`src/rtl/otf_pkg.sv`:
```
// Shared types for the signed-digit converter.
// Assumes: a digit is carried as a positive/negative bit pair.
package otf_pkg;

    // Decoded value of one radix-2 signed digit
    typedef enum logic [1:0] {
        SD_ZERO  = 2'd0,
        SD_PLUS  = 2'd1,
        SD_MINUS = 2'd2
    } sd_digit_e;

endpackage

```
`src/rtl/otf_digit_decode.sv`:
```
// Decodes the positive/negative bit pair into a signed digit.
// Assumes: 1,0 = +1; 0,1 = -1; 0,0 = 0; 1,1 is forbidden and maps to 0
// while raising bad_o. Purely combinational.
module otf_digit_decode
    import otf_pkg::*;
(
    input  logic      pos_i,
    input  logic      neg_i,
    output sd_digit_e dig_o,
    output logic      bad_o
);

    // Map the bit pair to a digit value; the forbidden pair reads as zero
    always_comb begin
        bad_o = pos_i & neg_i;
        unique case ({pos_i, neg_i})
            2'b10:   dig_o = SD_PLUS;
            2'b01:   dig_o = SD_MINUS;
            default: dig_o = SD_ZERO;
        endcase
    end

endmodule

```
`src/rtl/otf_word_counter.sv`:
```
// Counts the digits of the current word and flags word completion.
// Assumes: a word is exactly N accepted digits; the digit that follows a
// full word opens the next one. fresh_o tells the datapath to start from
// zero on the current step. ready_o is registered and lasts one cycle
// per completed word.
module otf_word_counter #(
    parameter int N = 8
) (
    input  logic clk,
    input  logic rst_n,
    input  logic clear_i,
    input  logic step_i,
    output logic fresh_o,
    output logic ready_o
);

    localparam int CW = $clog2(N + 1);

    logic [CW-1:0] cnt_q;
    logic [CW-1:0] cnt_nx;

    // A new word starts when nothing has been taken yet or the last word is done
    always_comb begin
        fresh_o = (cnt_q == CW'(0)) || (cnt_q == CW'(N));
        cnt_nx  = fresh_o ? CW'(1) : cnt_q + CW'(1);
    end

    // Advance the digit count and raise ready after the N-th digit
    always_ff @(posedge clk) begin
        if (!rst_n || clear_i) begin
            cnt_q   <= '0;
            ready_o <= 1'b0;
        end else begin
            ready_o <= step_i && (cnt_nx == CW'(N));
            if (step_i) begin
                cnt_q <= cnt_nx;
            end
        end
    end

endmodule

```
`src/rtl/otf_candidate_pair.sv`:
```
// Holds the two candidate registers of the conversion: the value so far
// (q) and that value minus one unit in the last place (qm). Each digit
// shifts one register of the pair into each target and appends a fixed
// bit, so there is no carry chain.
// Assumes: W bits are enough for any word value and for that value minus one.
module otf_candidate_pair
    import otf_pkg::*;
#(
    parameter int W = 9
) (
    input  logic         clk,
    input  logic         rst_n,
    input  logic         clear_i,
    input  logic         step_i,
    input  logic         fresh_i,
    input  sd_digit_e    dig_i,
    output logic [W-1:0] q_o,
    output logic [W-1:0] qm_o
);

    logic [W-1:0] base_q;
    logic [W-1:0] base_qm;
    logic [W-1:0] src_q;
    logic [W-1:0] src_qm;
    logic         app_q;
    logic         app_qm;
    logic [W-1:0] q_nx;
    logic [W-1:0] qm_nx;

    // Select the source register and the appended bit for each target
    always_comb begin
        base_q  = fresh_i ? '0 : q_o;
        base_qm = fresh_i ? '1 : qm_o;
        src_q   = (dig_i == SD_MINUS) ? base_qm : base_q;
        src_qm  = (dig_i == SD_PLUS)  ? base_q  : base_qm;
        app_q   = (dig_i != SD_ZERO);
        app_qm  = (dig_i == SD_ZERO);
    end

    // The shift itself is pure wiring: bit b takes bit b-1 of the source
    assign q_nx[0]  = app_q;
    assign qm_nx[0] = app_qm;
    for (genvar b = 1; b < W; b++) begin : g_shift
        assign q_nx[b]  = src_q[b-1];
        assign qm_nx[b] = src_qm[b-1];
    end

    // Load the candidate pair on each accepted digit
    always_ff @(posedge clk) begin
        if (!rst_n || clear_i) begin
            q_o  <= '0;
            qm_o <= '1;
        end else if (step_i) begin
            q_o  <= q_nx;
            qm_o <= qm_nx;
        end
    end

endmodule

```
`src/rtl/otf_sd_converter.sv`:
```
// Top level: converts a most-significant-first stream of signed digits
// into an (N+1)-bit two's-complement word without carry propagation.
// Assumes: one digit per cycle with valid_i high; clear_i takes priority
// over valid_i; the output always shows the value of the digits so far.
module otf_sd_converter
    import otf_pkg::*;
#(
    parameter int N = 8
) (
    input  logic         clk,
    input  logic         rst_n,
    input  logic         clear_i,
    input  logic         valid_i,
    input  logic         dig_pos_i,
    input  logic         dig_neg_i,
    output logic [N:0]   result_o,
    output logic         ready_o,
    output logic         err_o
);

    localparam int W = N + 1;

    sd_digit_e    dig;
    logic         bad;
    logic         step;
    logic         fresh;
    logic [W-1:0] q_w;
    logic [W-1:0] qm_w;

    assign step = valid_i && !clear_i;

    otf_digit_decode u_dec (
        .pos_i (dig_pos_i),
        .neg_i (dig_neg_i),
        .dig_o (dig),
        .bad_o (bad)
    );

    otf_word_counter #(.N(N)) u_cnt (
        .clk     (clk),
        .rst_n   (rst_n),
        .clear_i (clear_i),
        .step_i  (step),
        .fresh_o (fresh),
        .ready_o (ready_o)
    );

    otf_candidate_pair #(.W(W)) u_pair (
        .clk     (clk),
        .rst_n   (rst_n),
        .clear_i (clear_i),
        .step_i  (step),
        .fresh_i (fresh),
        .dig_i   (dig),
        .q_o     (q_w),
        .qm_o    (qm_w)
    );

    // Keep the forbidden-digit flag for the rest of the word
    always_ff @(posedge clk) begin
        if (!rst_n || clear_i) begin
            err_o <= 1'b0;
        end else if (step) begin
            err_o <= bad || (!fresh && err_o);
        end
    end

    assign result_o = q_w;

endmodule

```
`config.mk`:
```
export PLATFORM = sky130hd
export DESIGN_NAME = otf_sd_converter
export DESIGN_NICKNAME = d
export VERILOG_FILES = /design/src/rtl/otf_pkg.sv /design/src/rtl/otf_digit_decode.sv /design/src/rtl/otf_word_counter.sv /design/src/rtl/otf_candidate_pair.sv /design/src/rtl/otf_sd_converter.sv
export SDC_FILE = /design/constraint.sdc
export NUM_CORES = 1
export LEC_CHECK = 0
export ABC_CLOCK_PERIOD_IN_PS = 1910
export BUFFER_PORTS_ARGS = -buffer_cell sky130_fd_sc_hd__buf_2
export CORE_MARGIN = 2
export CORE_UTILIZATION = 55
export CTS_CLUSTER_DIAMETER = 150
export DETAILED_ROUTE_END_ITERATION = 16
export PLACE_DENSITY_LB_ADDON = 0.12
export SYNTH_ARGS = -nofsm -noshare
export SYNTH_HDL_FRONTEND = slang
export SYNTH_SLANG_ARGS = --single-unit
```
`constraint.sdc`:
```
create_clock -name clk -period 1.91 [get_ports clk]
set_clock_uncertainty 0.15 [all_clocks]
set_input_delay 0.2865 -clock clk [delete_from_list [all_inputs] [get_ports clk]]
set_output_delay 0.2865 -clock clk [all_outputs]
set_load 0.005 [all_outputs]
```
---- Word level (Yosys, flattened, before mapping) ----
Cells that the tools add are included.
word-level totals
  bits in latches ......................... 0
  bits in registers ....................... 23
  logic and storage cells ................. 31
  bits of input ports ..................... 6
  memories ................................ 0
  memory bits (read-only) ................. 0
  RAM bits ................................ 0
cells by class
  multiply operators ...................... 0
  reductions and logical operators ........ 12
  bitwise operators ....................... 1
  shift operators ......................... 0
  $add $sub $neg .......................... 1
  order comparisons ....................... 0
  divide/modulo/power cells ............... 0
  equality and inequality tests ........... 6
  muxes and demuxes ....................... 6
operator list
  kind                                                                   number
  8-bit 2-to-1 mux                                                       3
  4-bit equality test, second input constant                             2
  7-bit 2-to-1 mux                                                       1
  4-bit by 1-bit adder with 4-bit output, second input constant          1
  2-bit by 1-bit equality test with 1-bit output, second input constant  2
  2-bit equality test, second input constant                             2
  4-bit logical NOT                                                      1
  4-bit 2-to-1 mux                                                       1
  2-bit case mux with 2 select lines                                     1
  1-bit logical AND                                                      3
  1-bit logical NOT                                                      3
  1-bit logical OR                                                       3
  2-bit logical NOT                                                      1
  2-bit nonzero test                                                     1
  1-bit AND                                                              1

---- Depth between registers and ports, before layout ----
Gate-level depths: netlist (run 1).
  word-level depth ........................ 5
  gate-level depth with buffers ........... 6
  mapped depth without buffers ............ 5

---- Hierarchy ----
A second synthesis (run 1) with hierarchy kept.
second synthesis, totals
  cells, all modules ...................... 143
  area, all modules ....................... 1214.9 µm²
modules (own cells, without submodules)
  module              area each (µm²)  sequential area each (µm²)  cells an instance  times used
  otf_candidate_pair  877.1            360.3                       105                1
  otf_word_counter    260.2            100.1                       29                 1
  otf_sd_converter    55.1             20.0                        6                  1
  otf_digit_decode    22.5             0.0                         3                  1

---- Worst setup path before layout (run 1) ----
No wires, ideal clock.
  path kind ............................... register to register
  start ................................... register u_cnt.cnt_q[0]
  end ..................................... register u_pair.q_o[2]
  arrival ................................. 1.347 ns
  stages on the path, launching flop included .. 7
  period minus slack after synthesis ...... 1.584 ns
  setup slack ............................. 0.326 ns
  library setup time ...................... 0.086 ns
  cell sequence ........................... dfxtp_1 -> inv_1 -> ha_1 -> nor2b_4 -> buf_6 -> o31a_1 -> a221oi_2
between the ends
  longest elaborated chain between the ends .. 4
  elaborated cells between the ends (all ways) .. 6
  classes of those cells .................. 1 x eq/ne; 3 x mux; 2 x reduce/logical
ends and longest elaborated chain
  item                                                      line                                                RTL
  start, declared                                           otf_word_counter.sv:19                              logic [CW-1:0] cnt_q;
  start signal, assigned                                    otf_word_counter.sv:36                              cnt_q <= cnt_nx;
  4-bit equality test or 4-bit logical NOT (tied branches)  otf_word_counter.sv:24                              fresh_o = (cnt_q == CW'(0)) || (cnt_q == CW'(N));
  1-bit logical OR (*)                                      otf_word_counter.sv:24
  8-bit 2-to-1 mux, on equally long branches                otf_candidate_pair.sv:32, otf_candidate_pair.sv:33
  8-bit 2-to-1 mux (*)                                      otf_candidate_pair.sv:34                            src_q = (dig_i == SD_MINUS) ? base_qm : base_q;
  end signal, assigned                                      otf_candidate_pair.sv:54                            q_o <= q_nx;
  end, declared                                             otf_candidate_pair.sv:17                            output logic [W-1:0] q_o,
Mark *: on every way between the ends. The rest lies on a longest branch, timed or not.
A chain may end at the register's enable or synchronous reset.

---- Worst setup path after layout (run 1) ----
  start ................................... register u_cnt.cnt_q[0]
  end ..................................... register u_pair.qm_o[4]
between the ends
  longest elaborated chain between the ends .. 4
  elaborated cells between the ends (all ways) .. 6
  classes of those cells .................. 1 x eq/ne; 3 x mux; 2 x reduce/logical
ends and longest elaborated chain
  item                                                      line                                                RTL
  4-bit equality test or 4-bit logical NOT (tied branches)  otf_word_counter.sv:24
  1-bit logical OR (*)                                      otf_word_counter.sv:24
  8-bit 2-to-1 mux, on equally long branches                otf_candidate_pair.sv:33, otf_candidate_pair.sv:32
  7-bit 2-to-1 mux (*)                                      otf_candidate_pair.sv:35                            src_qm = (dig_i == SD_PLUS) ? base_q : base_qm;
  end signal, assigned                                      otf_candidate_pair.sv:55                            qm_o <= qm_nx;
  end, declared                                             otf_candidate_pair.sv:18                            output logic [W-1:0] qm_o
Marked as above.

==> flow_metrics.tcl, run 1 <==
set metrics [dict create \
    fin_crit_sh 0.916 \
    routed_via_density 5.90 \
    cts_max_level 1 \
    slew_headroom 0.674 \
    cp.arrival_ns 1.82 \
    postSynthCellCount 133 \
    dieHeight_um 50.2 \
    die-area_um2 2520 \
    initial_core_util 0.593 \
    area_growth_pct 8.09 \
    place_ws_ns 0.178 \
    nets 156 \
    vias 1009 \
    grt_pass1_vias 908 \
    drt-initial-drc-count 18 \
    worst_setup_path_end_kind "register" \
    drc 0 \
    final.setup.worst_slack_ns 0.161 \
    ios 17 \
    setup_tns_ns 0 \
    cp.required_ns 1.98 \
    clock-sinks 23 \
    post-cts-setup-buffer-count 0 \
    peakVddDrop_uv 448 \
    hold_buffers 0 \
    cts_tree "done" \
    grt_pass1_wl_um 4110 \
    clk_latency_ns 0.32 \
    min_from "clear_i" \
    criticalPathCategory "reg2reg" \
    netlist_top_cells_area "dfxtp_1 39%, o21ai_0 9.4%, a221o_1 6.0%" \
    synth_top_area_cell "dfxtp_1" \
    cts_made_buffers 3 \
    postRouteAntennaNets 0 \
    rsz0062_at_grt "no" \
    ys_types 28 \
    track_usage 0.211 \
    synth.top_cell.area_share 0.391 \
    drive_above_1_share 0.208 \
    core_area_um2 1980 \
    clock_path_buffers 2 \
    setup_viol 0 \
    drt-total-wl_um 2410 \
    ys_seq_elements 23 \
    n_fill_cell 185 \
    tightestPinTransition_ns 0.489 \
    drv_slew 0 \
    wl_per_cell_um 14.1 \
    final_core_utilization 0.641 \
    synthesis.area_um2 1180 \
    yosysWarnings 0 \
    postCtsResizedCells 0 \
    grt_remaining_overflow 0 \
    grt_antenna_before_repair 0 \
    finalCriticalPeriod_ns 1.75 \
    hpwl_um 1600 \
    power_density_nw_per_um2 673 \
    drv_cap 0 \
    worstReg2RegStart "u_cnt.cnt_q[0]" \
    numPortBuffers 16 \
    critPathLaunch "u_cnt.cnt_q[0]" \
    cts_root_buf "clkbuf_4" \
    clock.fmax_mhz 572 \
    cp-start-kind "register" \
    placementRows 16 \
    path_clk_slew_ns 0.13 \
    cp_max_fo 22 \
    place.gp.congestion 0.770 \
    p_leak_uw 0.000508 \
    syn_area_per_cell_um2 8.84 \
    die_w_um 50.2 \
    first_pass_iters 4 \
    run_status "finished, final reports clean" \
    grt_max_degree 24 \
    hold_class "in2reg" \
    ys_seq_area_frac 0.391 \
    synth.net_count 144 \
    hold_violations 0 \
    diodes 0 \
]
[worst max-delay path: stages, from the launching register on]
cell	delay, ns
dfxtp_1	0.38
inv_1	0.07
ha_1	0.18
nor2b_4	0.41
o21ai_0	0.14
a221o_1	0.32
[power by group]
part	internal (uW)	leakage [uW]	switching (uW)
clock network	78.5	0.0000177	153
registers	495	0.000188	10.9
logic	45.4	0.000303	72.7
total	619	0.000508	237
[cell usage in the layout, fill, tap and decap left out, drive strengths merged]
master / n
dfxtp: 23
nand3b: 1
nor2: 10
o21ai: 22
nor2b: 2
a21boi: 1
nand2: 5
xor2: 1
clkbuf: 3
clkinv: 1
a221o: 7
mux2i: 2
and4b: 1
a31oi: 2
buf: 18
nor4b: 1
inv: 12
nand2b: 3
a21oi: 11
o31a: 7
ha: 5
a221oi: 6
[per-layer routing]
layer | global-route usage | vias up | wire length [um]
li1 | - | 499 | -
met1 | 0.288 | 481 | 1130
met2 | 0.329 | 25 | 1160
met3 | 0.0298 | 4 | 89
met4 | 0.0972 | 0 | 29
met5 | 0 | - | 0
[state kept, by name, summed over array words and instances, names as in the netlist]
signal,flops
err_o,1
u_pair.qm_o,8
u_cnt.ready_o,1
u_cnt.cnt_q,4
u_pair.q_o,9
[per-stage QoR]
stage / cell area, um^2 / power [uW] / hold slack, ns / std cells
6_report: 1270 / 856 / 0.0701 / 171
5_1_grt: 1270 / 899 / 0.0951 / 171
4_1_cts: 1270 / 860 / 0.0702 / 171
3_5_place_dp: 1240 / 634 / 0.316 / 167
3_3_place_gp: 1240 / 631 / 0.318 / 167
2_1_floorplan: 1180 / 606 / 0.252 / 133
[layout make-up]
type / count / area (um^2) / area share
tap: 27 / 33.8 / 0.0266
clock inverter: 1 / 5.00 / 0.00394
timing repair buffer: 18 / 95.1 / 0.0748
sequential: 23 / 460 / 0.362
inverter: 12 / 45.0 / 0.0354
clock buffer: 3 / 22.5 / 0.0177
multi-input combinational: 87 / 609 / 0.479
[path summary, 6_finish.rpt]
check | to | slack (ns) | cells after the start
worst max-delay path | u_pair.qm_o[4] | 0.16 | 5
worst max register to register | u_pair.qm_o[4] | 0.16 | 5
worst min-delay path | u_pair.qm_o[0] | 0.07 | 3
worst min register to register | err_o | 0.34 | 2
[synthesized netlist by cell type, drive strengths merged]
library cell / n
clkbuf: 3
nor2: 10
o31a: 7
nand2: 5
a21oi: 11
a21boi: 1
nand3b: 1
nor2b: 2
inv: 12
buf: 8
o21ai: 22
xor2: 1
a221oi: 6
nand2b: 3
dfxtp: 23
a221o: 7
mux2i: 2
ha: 5
a31oi: 2
nor4b: 1
and4b: 1
[cell families (layout without fill, tap and decap cells)]
group | Yosys count | in the layout | synth area share
buf+inv | 23 | 34 | 0.0904
flops | 23 | 23 | 0.391
compound gates | 56 | 56 | 0.337
simple gates | 23 | 23 | 0.103
fa+ha+maj | 5 | 5 | 0.0532
mux | 2 | 2 | 0.0170
xor+xnor | 1 | 1 | 0.00745
No activity file was read; power rests on OpenSTA's default activity.
==> run 2, diff against run 1 <==
- ABC_AREA: unset -> 1
==> run 2 against run 1 <==
  * Sequential share of layout area hardly changed
  * Die area grew 0.40%
  * Area after synthesis grew 0.43%
  * Worst setup slack gained 0.19 ns
  * Flip-flop and latch count did not move
  * Fmax rose by 12%
  * Routed wire length is 2.1% lower
  * Core utilization shrank 0.70 points
  * Global-route usage grew 0.55 points
  * Register-to-register slack better by 0.19 ns
  * Hold slack better by 0.14 ns
  * Clock power is essentially flat
  * Largest cell class unchanged
  * Highest routed layer unchanged
==> flow_metrics.tcl, run 2 <==
set metrics [dict create \
    run_status "finished, final reports clean" \
    worst_setup_path_end_kind "register" \
    die_w_um 50.3 \
    drive_above_1_share 0.160 \
    drt-initial-drc-count 23 \
    path_clk_slew_ns 0.13 \
    grt_antenna_before_repair 0 \
    power_density_nw_per_um2 673 \
    yosysWarnings 0 \
    r2r_setup_slack_ns 0.35 \
    async_flop_share 0 \
    cp.arrival_ns 1.62 \
    synth.net_count 172 \
    syn_area_per_cell_um2 7.34 \
    wl_per_cell_um 11.7 \
    hpwl_um 1650 \
    drc 0 \
    critPathTopFamily "flip-flops" \
    track_usage 0.217 \
    cp-start-kind "register" \
    vias 1082 \
    post-cts-setup-buffer-count 0 \
    p_leak_uw 0.000613 \
    reg_top3 "u_pair.q_o (9), u_pair.qm_o (8), u_cnt.cnt_q (4)" \
    cp_max_fo 23 \
    routed_via_density 5.36 \
    finalCriticalPeriod_ns 1.56 \
    drt-total-wl_um 2360 \
    rr_endpoint "u_pair.qm_o[2]" \
    nets 187 \
    hold_end "u_pair.qm_o[0]" \
    core_area_um2 2000 \
    hold_violations 0 \
    setup_tns_ns 0 \
    ys_seq_elements 23 \
    fin_crit_sh 0.814 \
    initial_core_util 0.590 \
    drv_slew 0 \
    synth-xor-area-share 0 \
    synth_mux_area_frac 0 \
    grt_pass1_vias 910 \
    numPortBuffers 16 \
    hold_buffers 0 \
    die-area_um2 2530 \
    synthMostInstantiatedCell "nand2_1" \
    rsz0062_at_grt "no" \
    grt_remaining_overflow 0 \
    synth_edf_count 0 \
    layout_commonest_cell "nand2_1" \
    synthesis.area_um2 1180 \
    path_buf_inv 1 \
    dieHeight_um 50.3 \
    cts_tree "done" \
    slowest_delay_ns 0.45 \
    place.gp.congestion 0.828 \
    grt_pass1_wl_um 4250 \
    crit_chain "inv_1 > ha_1 > nand2_4 > nand2_1 > o21ai_0 > o21ai_1" \
    cts_made_buffers 3 \
    cts_max_level 1 \
    diodes 0 \
    ys_types 20 \
    synth_top_family_by_area "compound AO/OA/AOI/OAI gates" \
    slew_headroom 0.728 \
    ios 17 \
    cp_slowest_cell "dfxtp_1" \
    placementRows 16 \
    synth_top_area_cell "dfxtp_1" \
    yosys.area_share.simple 0.204 \
    setup_viol 0 \
    largest_reg_flops 9 \
    clock_path_buffers 2 \
    cts_root_buf "clkbuf_4" \
    mostFrequentLayoutCells "35 x nand2_1, 23 x dfxtp_1, 18 x inv_1, 18 x a21oi_1, 16 x buf_2" \
    first_pass_iters 4 \
    reg2regPathDepth 6 \
    netlist_top_cells_count "35 x nand2_1, 23 x dfxtp_1, 18 x a21oi_1, 18 x inv_1" \
    drv_cap 0 \
    clk_latency_ns 0.31 \
    postSynthCellCount 161 \
    ys.flop_type "dfxtp_1" \
    holdWs_ns 0.210 \
    holdPathStages 4 \
    min_from "dig_neg_i" \
    n_fill_cell 197 \
    tightestPinTransition_ns 0.407 \
    synthAdderAreaFrac 0.0530 \
    synth.top_cell.area_share 0.390 \
    clock-sinks 23 \
    worstReg2RegStart "u_cnt.cnt_q[0]" \
    synth-compound-area-share 0.227 \
    postRouteAntennaNets 0 \
    criticalPathCategory "reg2reg" \
    area_growth_pct 7.52 \
    regMostFlops "u_pair.q_o" \
    cp.required_ns 1.98 \
    postCtsResizedCells 0 \
    netlist_top_cells_area "dfxtp_1 39%, nand2_1 11%, a21oi_1 7.6%" \
    clock.fmax_mhz 643 \
    grt_max_degree 24 \
    hold_class "in2reg" \
    peakVddDrop_uv 383 \
    ys_seq_area_frac 0.390 \
]
[run 2: changes by cell type in the layout (fill, tap and decap cells not counted), moves of 10 or more]
cell / change
o21ai_1: +11
nand2_1: +30
o21ai_0: -11
nand3_1: +10
[run 2: worst register-to-register path, cell delays in order, from the launching register on]
cell and delay (ns):
dfxtp_1 0.45, inv_1 0.07, ha_1 0.24, nand2_4 0.21, nand2_1 0.10, o21ai_0 0.18, o21ai_1 0.07
[run 2: how the worst max path moves through the flow]
stage	endpoint	slack, ns	from	depth (start not counted)
2_1_floorplan	u_pair.qm_o[3]	0.55	u_cnt.cnt_q[0]	7
3_3_place_gp	u_pair.qm_o[2]	0.40	u_cnt.cnt_q[0]	6
3_5_place_dp	u_pair.qm_o[1]	0.39	u_cnt.cnt_q[0]	6
4_1_cts	u_pair.qm_o[2]	0.35	u_cnt.cnt_q[0]	6
5_1_grt	u_pair.qm_o[1]	0.23	u_cnt.cnt_q[0]	6
6_report	u_pair.qm_o[2]	0.35	u_cnt.cnt_q[0]	6
[run 2: logic make-up (layout without fill, tap and decap cells)]
kind of cell | after synthesis | in the layout
buffers and inverters | 29 | 43
flip-flops | 23 | 23
AND/OR/NAND/NOR | 54 | 54
adder cells (fa/ha/maj) | 5 | 5
AO/OA/AOI/OAI | 50 | 50
[run 2: layer usage]
layer	up-vias	track usage	routed length (um)
met4	0	0.0541	12
met5	-	0	0
met1	485	0.313	1150
li1	564	-	-
met2	31	0.342	1070
met3	2	0.0298	131
[run 2: area by class of cell]
class / count / area [um^2] / share of cell area
well taps: 27 / 33.8 / 0.0266
clock inverters: 1 / 5.00 / 0.00394
repair buffers: 18 / 95.1 / 0.0749
flip-flops and latches: 23 / 460 / 0.363
clock buffers: 3 / 22.5 / 0.0177
multi-input cells: 109 / 572 / 0.450
inverters: 21 / 81.3 / 0.0640
[run 2: power breakdown]
| part | internal (uW) | switching (uW) |
|---|---|---|
| combinational | 39.8 | 75.6 |
| sequential | 497 | 12.7 |
| clock | 78.3 | 151 |
[run 2: per-stage QoR]
stage                     instance area (um^2)   util  cells  worst slack, ns  power, uW
after floorplan                           1180      -    161            0.548        608
after detailed placement                  1240  0.621    198            0.388        636
final                                     1270  0.634    202            0.354        855
after global placement                    1240  0.621    198            0.402        634
after CTS                                 1270  0.634    202            0.355        862
after global routing                      1270  0.634    202            0.226        892
